<file path="src/rtl/boothMacPkg.sv">
package boothMacPkg;

  // Strobes from the sequencer to the datapath.
  typedef struct packed {
    logic load;    // capture operands, clear partial product
    logic step;    // one Booth recoding step
    logic finish;  // fold in addend and register the result
  } mulCtrlT;

  typedef enum logic [1:0] {
    ST_IDLE = 2'd0,
    ST_RUN  = 2'd1,
    ST_ACC  = 2'd2
  } mulStateT;

endpackage

</file>
<file path="src/rtl/boothRecode.sv">
// Radix-2 Booth selection: picks +M, -M or 0 from a multiplier bit pair.
module boothRecode #(
  parameter int W = 32
) (
  input  logic         curBit,
  input  logic         prevBit,
  input  logic [W-1:0] mcand,
  output logic [W-1:0] addend
);
  always_comb begin
    unique case ({curBit, prevBit})
      2'b01:   addend = mcand;
      2'b10:   addend = ~mcand + W'(1);
      default: addend = '0;
    endcase
  end
endmodule

</file>
<file path="src/rtl/boothMacCtrl.sv">
module boothMacCtrl
  import boothMacPkg::*;
#(
  parameter int W = 32
) (
  input  logic    clk,
  input  logic    rstN,
  input  logic    startI,
  output mulCtrlT ctrl,
  output logic    doneO
);
  localparam int CNT_W = $clog2(W);
  localparam logic [CNT_W-1:0] LAST_STEP = CNT_W'(W - 1);

  mulStateT        state, stateNxt;
  logic [CNT_W-1:0] stepCnt;

  always_comb begin
    ctrl     = '0;
    stateNxt = state;
    unique case (state)
      ST_IDLE: begin
        if (startI) begin
          ctrl.load = 1'b1;
          stateNxt  = ST_RUN;
        end
      end
      ST_RUN: begin
        ctrl.step = 1'b1;
        if (stepCnt == LAST_STEP) stateNxt = ST_ACC;
      end
      ST_ACC: begin
        ctrl.finish = 1'b1;
        stateNxt    = ST_IDLE;
      end
      default: stateNxt = ST_IDLE;
    endcase
  end

  always_ff @(posedge clk or negedge rstN) begin
    if (!rstN) begin
      state   <= ST_IDLE;
      stepCnt <= '0;
      doneO   <= 1'b0;
    end else begin
      state <= stateNxt;
      doneO <= ctrl.finish;
      if (ctrl.load)      stepCnt <= '0;
      else if (ctrl.step) stepCnt <= stepCnt + CNT_W'(1);
    end
  end
endmodule

</file>
<file path="src/rtl/boothMacDatapath.sv">
module boothMacDatapath
  import boothMacPkg::*;
#(
  parameter int W = 32
) (
  input  logic         clk,
  input  logic         rstN,
  input  mulCtrlT      ctrl,
  input  logic         funcI,
  input  logic [W-1:0] opAI,
  input  logic [W-1:0] opBI,
  input  logic [W-1:0] accI,
  output logic [W-1:0] resultO
);
  logic [W-1:0] mcand;
  logic [W-1:0] mplier;
  logic         prevBit;
  logic [W-1:0] partial;
  logic [W-1:0] addReg;
  logic         macSel;
  logic [W-1:0] addend;

  boothRecode #(.W(W)) uRecode (
    .curBit (mplier[0]),
    .prevBit(prevBit),
    .mcand  (mcand),
    .addend (addend)
  );

  always_ff @(posedge clk or negedge rstN) begin
    if (!rstN) begin
      mcand   <= '0;
      mplier  <= '0;
      prevBit <= 1'b0;
      partial <= '0;
      addReg  <= '0;
      macSel  <= 1'b0;
      resultO <= '0;
    end else begin
      if (ctrl.load) begin
        mcand   <= opAI;
        mplier  <= opBI;
        prevBit <= 1'b0;
        partial <= '0;
        addReg  <= accI;
        macSel  <= funcI;
      end else if (ctrl.step) begin
        partial <= partial + addend;
        mcand   <= {mcand[W-2:0], 1'b0};
        mplier  <= {1'b0, mplier[W-1:1]};
        prevBit <= mplier[0];
      end
      if (ctrl.finish) begin
        resultO <= partial + (macSel ? addReg : '0);
      end
    end
  end
endmodule

</file>
<file path="src/rtl/boothMac.sv">
module boothMac
  import boothMacPkg::*;
#(
  parameter int W = 32
) (
  input  logic         clk,
  input  logic         rstN,
  input  logic         startI,
  input  logic         funcI,
  input  logic [W-1:0] opAI,
  input  logic [W-1:0] opBI,
  input  logic [W-1:0] accI,
  output logic         doneO,
  output logic [W-1:0] resultO,
  output logic         flagNO,
  output logic         flagZO
);
  mulCtrlT ctrl;

  boothMacCtrl #(.W(W)) uCtrl (
    .clk   (clk),
    .rstN  (rstN),
    .startI(startI),
    .ctrl  (ctrl),
    .doneO (doneO)
  );

  boothMacDatapath #(.W(W)) uDp (
    .clk    (clk),
    .rstN   (rstN),
    .ctrl   (ctrl),
    .funcI  (funcI),
    .opAI   (opAI),
    .opBI   (opBI),
    .accI   (accI),
    .resultO(resultO)
  );

  assign flagNO = resultO[W-1];
  assign flagZO = (resultO == '0);
endmodule

</file>
<file path="config.mk">
export PLATFORM = sky130hd
export DESIGN_NAME = boothMac
export DESIGN_NICKNAME = d
export VERILOG_FILES = /design/src/rtl/boothMacPkg.sv /design/src/rtl/boothRecode.sv /design/src/rtl/boothMacCtrl.sv /design/src/rtl/boothMacDatapath.sv /design/src/rtl/boothMac.sv
export SDC_FILE = /design/constraint.sdc
export NUM_CORES = 1
export LEC_CHECK = 0
export ABC_AREA = 0
export BUFFER_PORTS_ARGS = -buffer_cell sky130_fd_sc_hd__buf_2
export CORE_ASPECT_RATIO = 0.7
export CORE_MARGIN = 2
export CORE_UTILIZATION = 60
export CTS_CLUSTER_DIAMETER = 150
export DETAILED_ROUTE_END_ITERATION = 10
export PLACE_DENSITY = 0.8
export SKIP_LAST_GASP = 1
export SLEW_MARGIN = 20
export SYNTH_ARGS = -nofsm -noshare
export SYNTH_HDL_FRONTEND = slang
export SYNTH_SLANG_ARGS = --single-unit
</file>
<file path="constraint.sdc">
create_clock -name clk -period 5.6 [get_ports clk]
set_input_delay 0.56 -clock clk [delete_from_list [all_inputs] [get_ports clk]]
set_output_delay 0.56 -clock clk [all_outputs]
set_load 0.01 [all_outputs]
</file>
==> summary.md, run 1 <==
| Metric | Value |
|---|---|
| R2R cell count | 17 |
| WS Path Type | register to register |
| Top-Level Pins | 135 |
| Reg-to-Reg Start | uDp.mcand[0] |
| Final setup fails | 0 |
| DP Wirelength | 20,300 µm |
| Relative slew slack | 0.387 |
| VDD IR max | 0.259 mV |
| Avg Cell Area, Syn | 8.23 µm² |
| Height of the die | 118 µm |
| Grt ovf | 0 |
| ANT cells | 0 |
| Crit. End Element | register |
| Setup_tns | 0 ns |
| DRC Markers | 4 |
| Status | finished, violations left |
| Largest net degree at the start of global routing | 85 |
| Crit share post-route | 0.902 |
| Post-CTS Repair Setup Buffers | 0 |
| Largest stage delay, worst path | 0.54 ns |
| CTS tree | done |
| Synth Net Count | 1,532 |
| Sink Count | 170 |
| Sequential area share after synthesis | 0.379 |
| Via count of the first global-routing pass | 9,548 |
| Cts bufs inserted | 17 |
| Worst slew pin tran | 0.920 ns |
| Crit path max-delay family | simple AND/OR/NAND/NOR gates |
| CTS clock-pin slew for the worst setup and hold paths | 0.07 ns |
| Post-route minimum period | 5.05 ns |
| Commonest non-fill, non-tap cell in the layout | nand2_1 |
| GRT met2 Usage | 0.444 |
| Most frequent cells in the layout | nand2_1 (315), dfrtp_1 (170), buf_2 (133) |
| Area leader, netlist | dfrtp_1 |
| GR Layer Usage met1 | 0.432 |
| Vias | 10,400 |
| Failing checks | DRC |
| Worst path cell trace | inv_1 -> ha_1 -> or4b_4 -> or4_4 -> or3_4 -> or3_4 -> a32oi_1 -> nor2_1 -> ha_1 -> a21o_1 -> a21o_1 -> a21oi_1 -> o211ai_1 -> a31oi_1 -> nor3_1 -> or3_1 -> mux2i_1 |
| Initial core utilization | 0.618 |
| Initial antenna violation count | 0 |
| Fillers | 1,542 |
| Clock buffer depth | 2 |
| WP data required | 5.92 ns |
| RSZ-0062 raised after global routing | no |
| Critical path depth | 17 |
| Reg area | 4250 µm² |
| Post-cts sizing count | 0 |
| Hold Vio Cnt, Final | 0 |
| Core box area | 18,200 µm² |
| Critical path startpoint category | register |
| Post-DR wirelength/cell | 16.7 µm |
| Pwr/cell area | 603 nW/µm² |
| Mapped cell area | 11,200 µm² |
| Flops & latches, synth | 170 |
| Synth Flop Type | dfrtp_1 |
| Hold_buf cts | 0 |
| Total GRT Usage | 0.292 |
| Share of the synthesized area in the top cell type | 0.379 |
| Largest cells by area after synthesis | dfrtp_1 (38%), nand2_1 (11%), ha_1 (7.5%), a22oi_1 (5.6%), o21ai_0 (3.8%) |
| Bufs and invs on worst path | 1 |
| Routed Antenna Nets | 0 |
| Max cap viols | 0 |
| Ys async rst share | 1.00 |
| NumNets Final | 1,618 |
| Syn. warnings | 0 |
| Die width | 167 µm |
| Met3 Use GR | 0.0506 |
| Root Driver | clkbuf_16 |
| Share of layout cells above drive strength 1 | 0.133 |
| Arrival time worst endpoint | 5.37 ns |
| Drt first pass iters | 9 |
| Final instance area | 12,500 µm² |
| Row Count | 41 |
| Synth cell types | 60 |
| Fmax | 198 MHz |
| Worst-Skew Late Latency | 0.44 ns |
| Area growth syn-to-layout | 11.8% |
| First-pass GRT wire length | 47,300 µm |
| Hold crit path type | primary input to asynchronous set/reset pin |
| Die ar. | 19,800 µm² |
| PnR Total Power | 7.56 mW |
| GP Congestion | 0.924 |
| Pleak | 6.12 nW |
| Final Max Tran Viols | 0 |
| Port Buffers | 134 |
| Mapped Cells | 1,363 |
| DR iter-0 viols | 940 |
| GR peak layer | met2 |
| EDFF count, synth | 0 |
| Slowest stage cell, crit path | or4_4 |
| Vias per cell | 6.12 |
| H-tree levels | 4 |
| Dpl cell area | 12,000 µm² |
| Clk_skew | 0.00964 ns |
| Total wire length | 28,400 µm |
| Setup crit start | uDp.mcand[0] |
| Area of the multi-input gates | 6600 µm² |
| CP Max Fanout | 6 |
-- stage by stage --
step	util	std cells	hold slack (ns)	setup slack, ns
floorplan	-	1363	0.264	1.03
detailed placement	0.661	1666	0.458	0.584
CTS	0.691	1698	0.175	0.555
global placement	0.661	1666	0.451	0.758
finish	0.691	1698	0.155	0.548
global route	0.691	1698	0.212	0.233
-- routing by layer --
| layer | vias to the layer above | wire length, µm | part of all wire |
|---|---|---|---|
| li1 | 5043 | - | - |
| met1 | 4999 | 13500 | 0.48 |
| met2 | 318 | 12800 | 0.45 |
| met3 | 35 | 1710 | 0.060 |
| met4 | 0 | 404 | 0.014 |
| met5 | - | 0 | 0 |
-- where the power goes --
group	switching (mW)	total [mW]	internal, mW
registers	0.488	2.22	1.74
logic	2.52	4.24	1.72
clock network	0.518	1.10	0.579
-- worst paths after layout --
path                            slack (ns)              end
worst max-delay path                  0.55  uDp.partial[31]
worst min-delay path                  0.16   uDp.addReg[16]
worst max register to register        0.55  uDp.partial[31]
worst min register to register        0.47    uDp.addReg[2]
max in group asynchronous             4.35    uDp.mcand[23]
min in group clk                      0.30   uDp.addReg[13]
-- Yosys cell counts, drive strengths merged, types with 5 or more instances --
cell type / number
a211oi: 5
a21o: 42
a21oi: 60
a22oi: 83
a31oi: 5
a32oi: 9
and2: 37
and3: 5
buf: 10
clkbuf: 71
dfrtp: 170
ha: 67
inv: 20
nand2: 316
nand2b: 9
nand3: 50
nand4: 16
nor2: 74
nor2b: 8
nor3: 28
nor4: 22
o211ai: 8
o21a: 9
o21ai: 85
o21bai: 6
o31a: 5
o31ai: 19
or3: 16
or4: 6
xnor2: 35
xor2: 24
-- area by class of cell --
class	instances	share of cell area
Tap cell	236	0.0235
Sequential cell	170	0.339
Timing Repair Buffer	148	0.0624
Inverter	20	0.00599
Clock buffer	18	0.0350
Clock inverter	14	0.00758
Multi-Input combinational cell	1092	0.526
-- cells by family (layout without fill, tap and decap cells) --
group           after synthesis  in the layout  synth area share
compound gates              366            366             0.218
xor+xnor                     59             59            0.0461
fa+ha+maj                    69             69            0.0783
buf+inv                     101            200            0.0348
flops                       170            170             0.379
mux                           3              3           0.00268
simple gates                595            595             0.241
-- sequential cells by signal (all words and copies together), names as in the netlist --
register	count
uDp.resultO	32
uCtrl.stepCnt	5
uDp.macSel	1
uDp.prevBit	1
uDp.partial	32
uDp.mcand	32
uCtrl.state	2
uCtrl.doneO	1
uDp.addReg	32
uDp.mplier	32
-- worst reg2reg max path, stage by stage (launching register included) --
cell and delay, ns:
dfrtp_1 0.39, inv_1 0.10, ha_1 0.22, or4b_4 0.52, or4_4 0.54, or3_4 0.42, or3_4 0.38, a32oi_1 0.21
nor2_1 0.06, ha_1 0.34, a21o_1 0.21, a21o_1 0.18, a21oi_1 0.21, o211ai_1 0.11, a31oi_1 0.38, nor3_1 0.13
or3_1 0.40, mux2i_1 0.12
Note: power is estimated with default switching activity, not from simulation.
==> inputs of run 2 (changes only) <==
==> constraint.sdc (replaced) <==
create_clock -name clk -period 5.6 [get_ports clk]
set_input_delay 1.12 -clock clk [delete_from_list [all_inputs] [get_ports clk]]
set_output_delay 1.12 -clock clk [all_outputs]
set_load 0.01 [all_outputs]
==> summary.md, run 2 (synthesized netlist as in run 1, its figures left out) <==
| Metric | Value |
|---|---|
| Grt ovf | 0 (unchanged) |
| Hold_buf cts | 0 (unchanged) |
| Post-Layout Cell Count | 1,698 (unchanged) |
| Reg area | 4250 µm² (unchanged) |
| Vias per cell | 6.11 (was 6.12) |
| Worst slew pin tran | 0.952 ns (was 0.920 ns) |
| Commonest non-fill, non-tap cell in the layout | nand2_1 (unchanged) |
| Failing checks | DRC (unchanged) |
| Worst hold slack | 0.473 ns (was 0.155 ns) |
| DP Wirelength | 20,500 µm (was 20,300 µm) |
| Cts bufs inserted | 17 (unchanged) |
| Critical path startpoint category | register (unchanged) |
| Fmax | 195 MHz (was 198 MHz) |
| Sink Count | 170 (unchanged) |
| Port Buffers | 134 (unchanged) |
| First-pass GRT wire length | 48,500 µm (was 47,300 µm) |
| Hold Vio Cnt, Final | 0 (unchanged) |
| Top-Level Pins | 135 (unchanged) |
| Crit. End Element | register (unchanged) |
| Post-cts sizing count | 0 (unchanged) |
| Max cap viols | 0 (unchanged) |
| Routed Antenna Nets | 0 (unchanged) |
| Clock buffer depth | 2 (unchanged) |
| Worst-Skew Late Latency | 0.45 ns (was 0.44 ns) |
| WS Path Type | register to register (unchanged) |
| Setup_tns | 0 ns (unchanged) |
| CP Max Fanout | 6 (unchanged) |
| Relative slew slack | 0.365 (was 0.387) |
| Pwr/cell area | 614 nW/µm² (was 603 nW/µm²) |
| H-tree levels | 4 (unchanged) |
| DRC Markers | 4 (unchanged) |
| Arrival time worst endpoint | 5.45 ns (was 5.37 ns) |
| Hold crit path type | register to register (was primary input to asynchronous set/reset pin) |
| DR iter-0 viols | 1,096 (was 940) |
| Root Driver | clkbuf_16 (unchanged) |
| Core Util, Final | 0.696 (was 0.691) |
| Post-CTS Repair Setup Buffers | 0 (unchanged) |
| Drt first pass iters | 8 (was 9) |
| Row Count | 41 (unchanged) |
| WP data required | 5.93 ns (was 5.92 ns) |
| VDD IR max | 0.297 mV (was 0.259 mV) |
| Final setup fails | 0 (unchanged) |
| RSZ-0062 raised after global routing | no (unchanged) |
| Die ar. | 19,800 µm² (unchanged) |
| GP Congestion | 0.924 (about the same) |
| Vias | 10,400 (about the same) |
| CTS tree | done (unchanged) |
| Post-DR wirelength/cell | 17.0 µm (was 16.7 µm) |
| Core box area | 18,200 µm² (unchanged) |
| Pleak | 6.15 nW (was 6.12 nW) |
| Crit share post-route | 0.914 (was 0.902) |
| CTS clock-pin slew for the worst setup and hold paths | 0.07 ns (about the same) |
| Initial antenna violation count | 0 (unchanged) |
| Area growth syn-to-layout | 12.6% (was 11.8%) |
| Largest net degree at the start of global routing | 84 (was 85) |
| Clk_skew | 0.0133 ns (was 0.00964 ns) |
| Height of the die | 118 µm (unchanged) |
| Post-route minimum period | 5.12 ns (was 5.05 ns) |
| NumNets Final | 1,618 (unchanged) |
| Worst slack at placement | 0.565 ns (was 0.584 ns) |
| Area of the multi-input gates | 6600 µm² (unchanged) |
| ANT cells | 0 (unchanged) |
| Via count of the first global-routing pass | 9,824 (was 9,548) |
| Post-route setup slack | 0.483 ns (was 0.548 ns) |
| Share of layout cells above drive strength 1 | 0.133 (unchanged) |
| Status | finished, violations left (unchanged) |
| Die width | 167 µm (unchanged) |
| Total GRT Usage | 0.298 (was 0.292) |
| Total wire length | 28,900 µm (was 28,400 µm) |
| Placed insts | 1,666 (unchanged) |
| Fillers | 1,491 (was 1,542) |
| Most frequent cells in the layout | nand2_1 (315), dfrtp_1 (170), buf_2 (133) (unchanged) |
| Final Max Tran Viols | 0 (unchanged) |
| Initial core utilization | 0.618 (unchanged) |
-- run 2: cell types whose count changed in the layout (fill, tap and decap cells not counted) --
cell / before / now
clkinv_2: 7 / 0
inv_8: 0 / 4
bufinv_16: 0 / 3
clkbuf_8: 1 / 0
clkinv_4: 2 / 1
clkinvlp_4: 1 / 2
inv_6: 4 / 5
-- run 2: path summary, 6_finish.rpt --
kind,start,to,slack [ns],cells after the start
setup / recovery,uDp.mcand[0],uDp.partial[31],0.48,17
hold / removal,uDp.addReg[29],uDp.addReg[29],0.47,2
setup reg to reg,uDp.mcand[0],uDp.partial[31],0.48,17
hold reg to reg,uDp.addReg[29],uDp.addReg[29],0.47,2
max in group asynchronous,rstN,uDp.mplier[6],3.80,2
min in group asynchronous,rstN,uDp.addReg[11],0.69,1
-- run 2: area by class of cell --
type,instances,area share
inverter,20,0.00594
clock buffer,17,0.0337
clock inverter,15,0.0160
timing repair buffer,148,0.0619
multi-input combinational,1092,0.522
sequential,170,0.337
tap,236,0.0234
-- run 2: metal layers --
metal | routed length (µm) | GRT usage
met5 | 0 | 0
met4 | 415 | 0.0745
met3 | 1370 | 0.0415
met2 | 13200 | 0.469
met1 | 13900 | 0.437
-- run 2: power breakdown --
group | switching [mW] | total [mW] | internal (mW)
Combinational | 2.54 | 4.26 | 1.72
Clock | 0.557 | 1.28 | 0.722
Sequential | 0.486 | 2.22 | 1.74
-- run 2: worst max-delay path, stage by stage, from the launching register on --
cell,delay (ns)
dfrtp_1,0.40
inv_1,0.11
ha_1,0.23
or4b_4,0.52
or4_4,0.54
or3_4,0.43
or3_4,0.39
a32oi_1,0.22
nor2_1,0.08
ha_1,0.37
a21o_1,0.22
a21o_1,0.18
a21oi_1,0.18
o211ai_1,0.10
a31oi_1,0.40
nor3_1,0.12
or3_1,0.40
mux2i_1,0.13
-- run 2: through the flow --
stage               instance area, µm²  total power [mW]
floorplan                        11200              5.38
global placement                 12000              6.28
detailed placement               12000              6.41
CTS                              12600              7.74
global route                     12600              8.44
finish                           12600              7.76
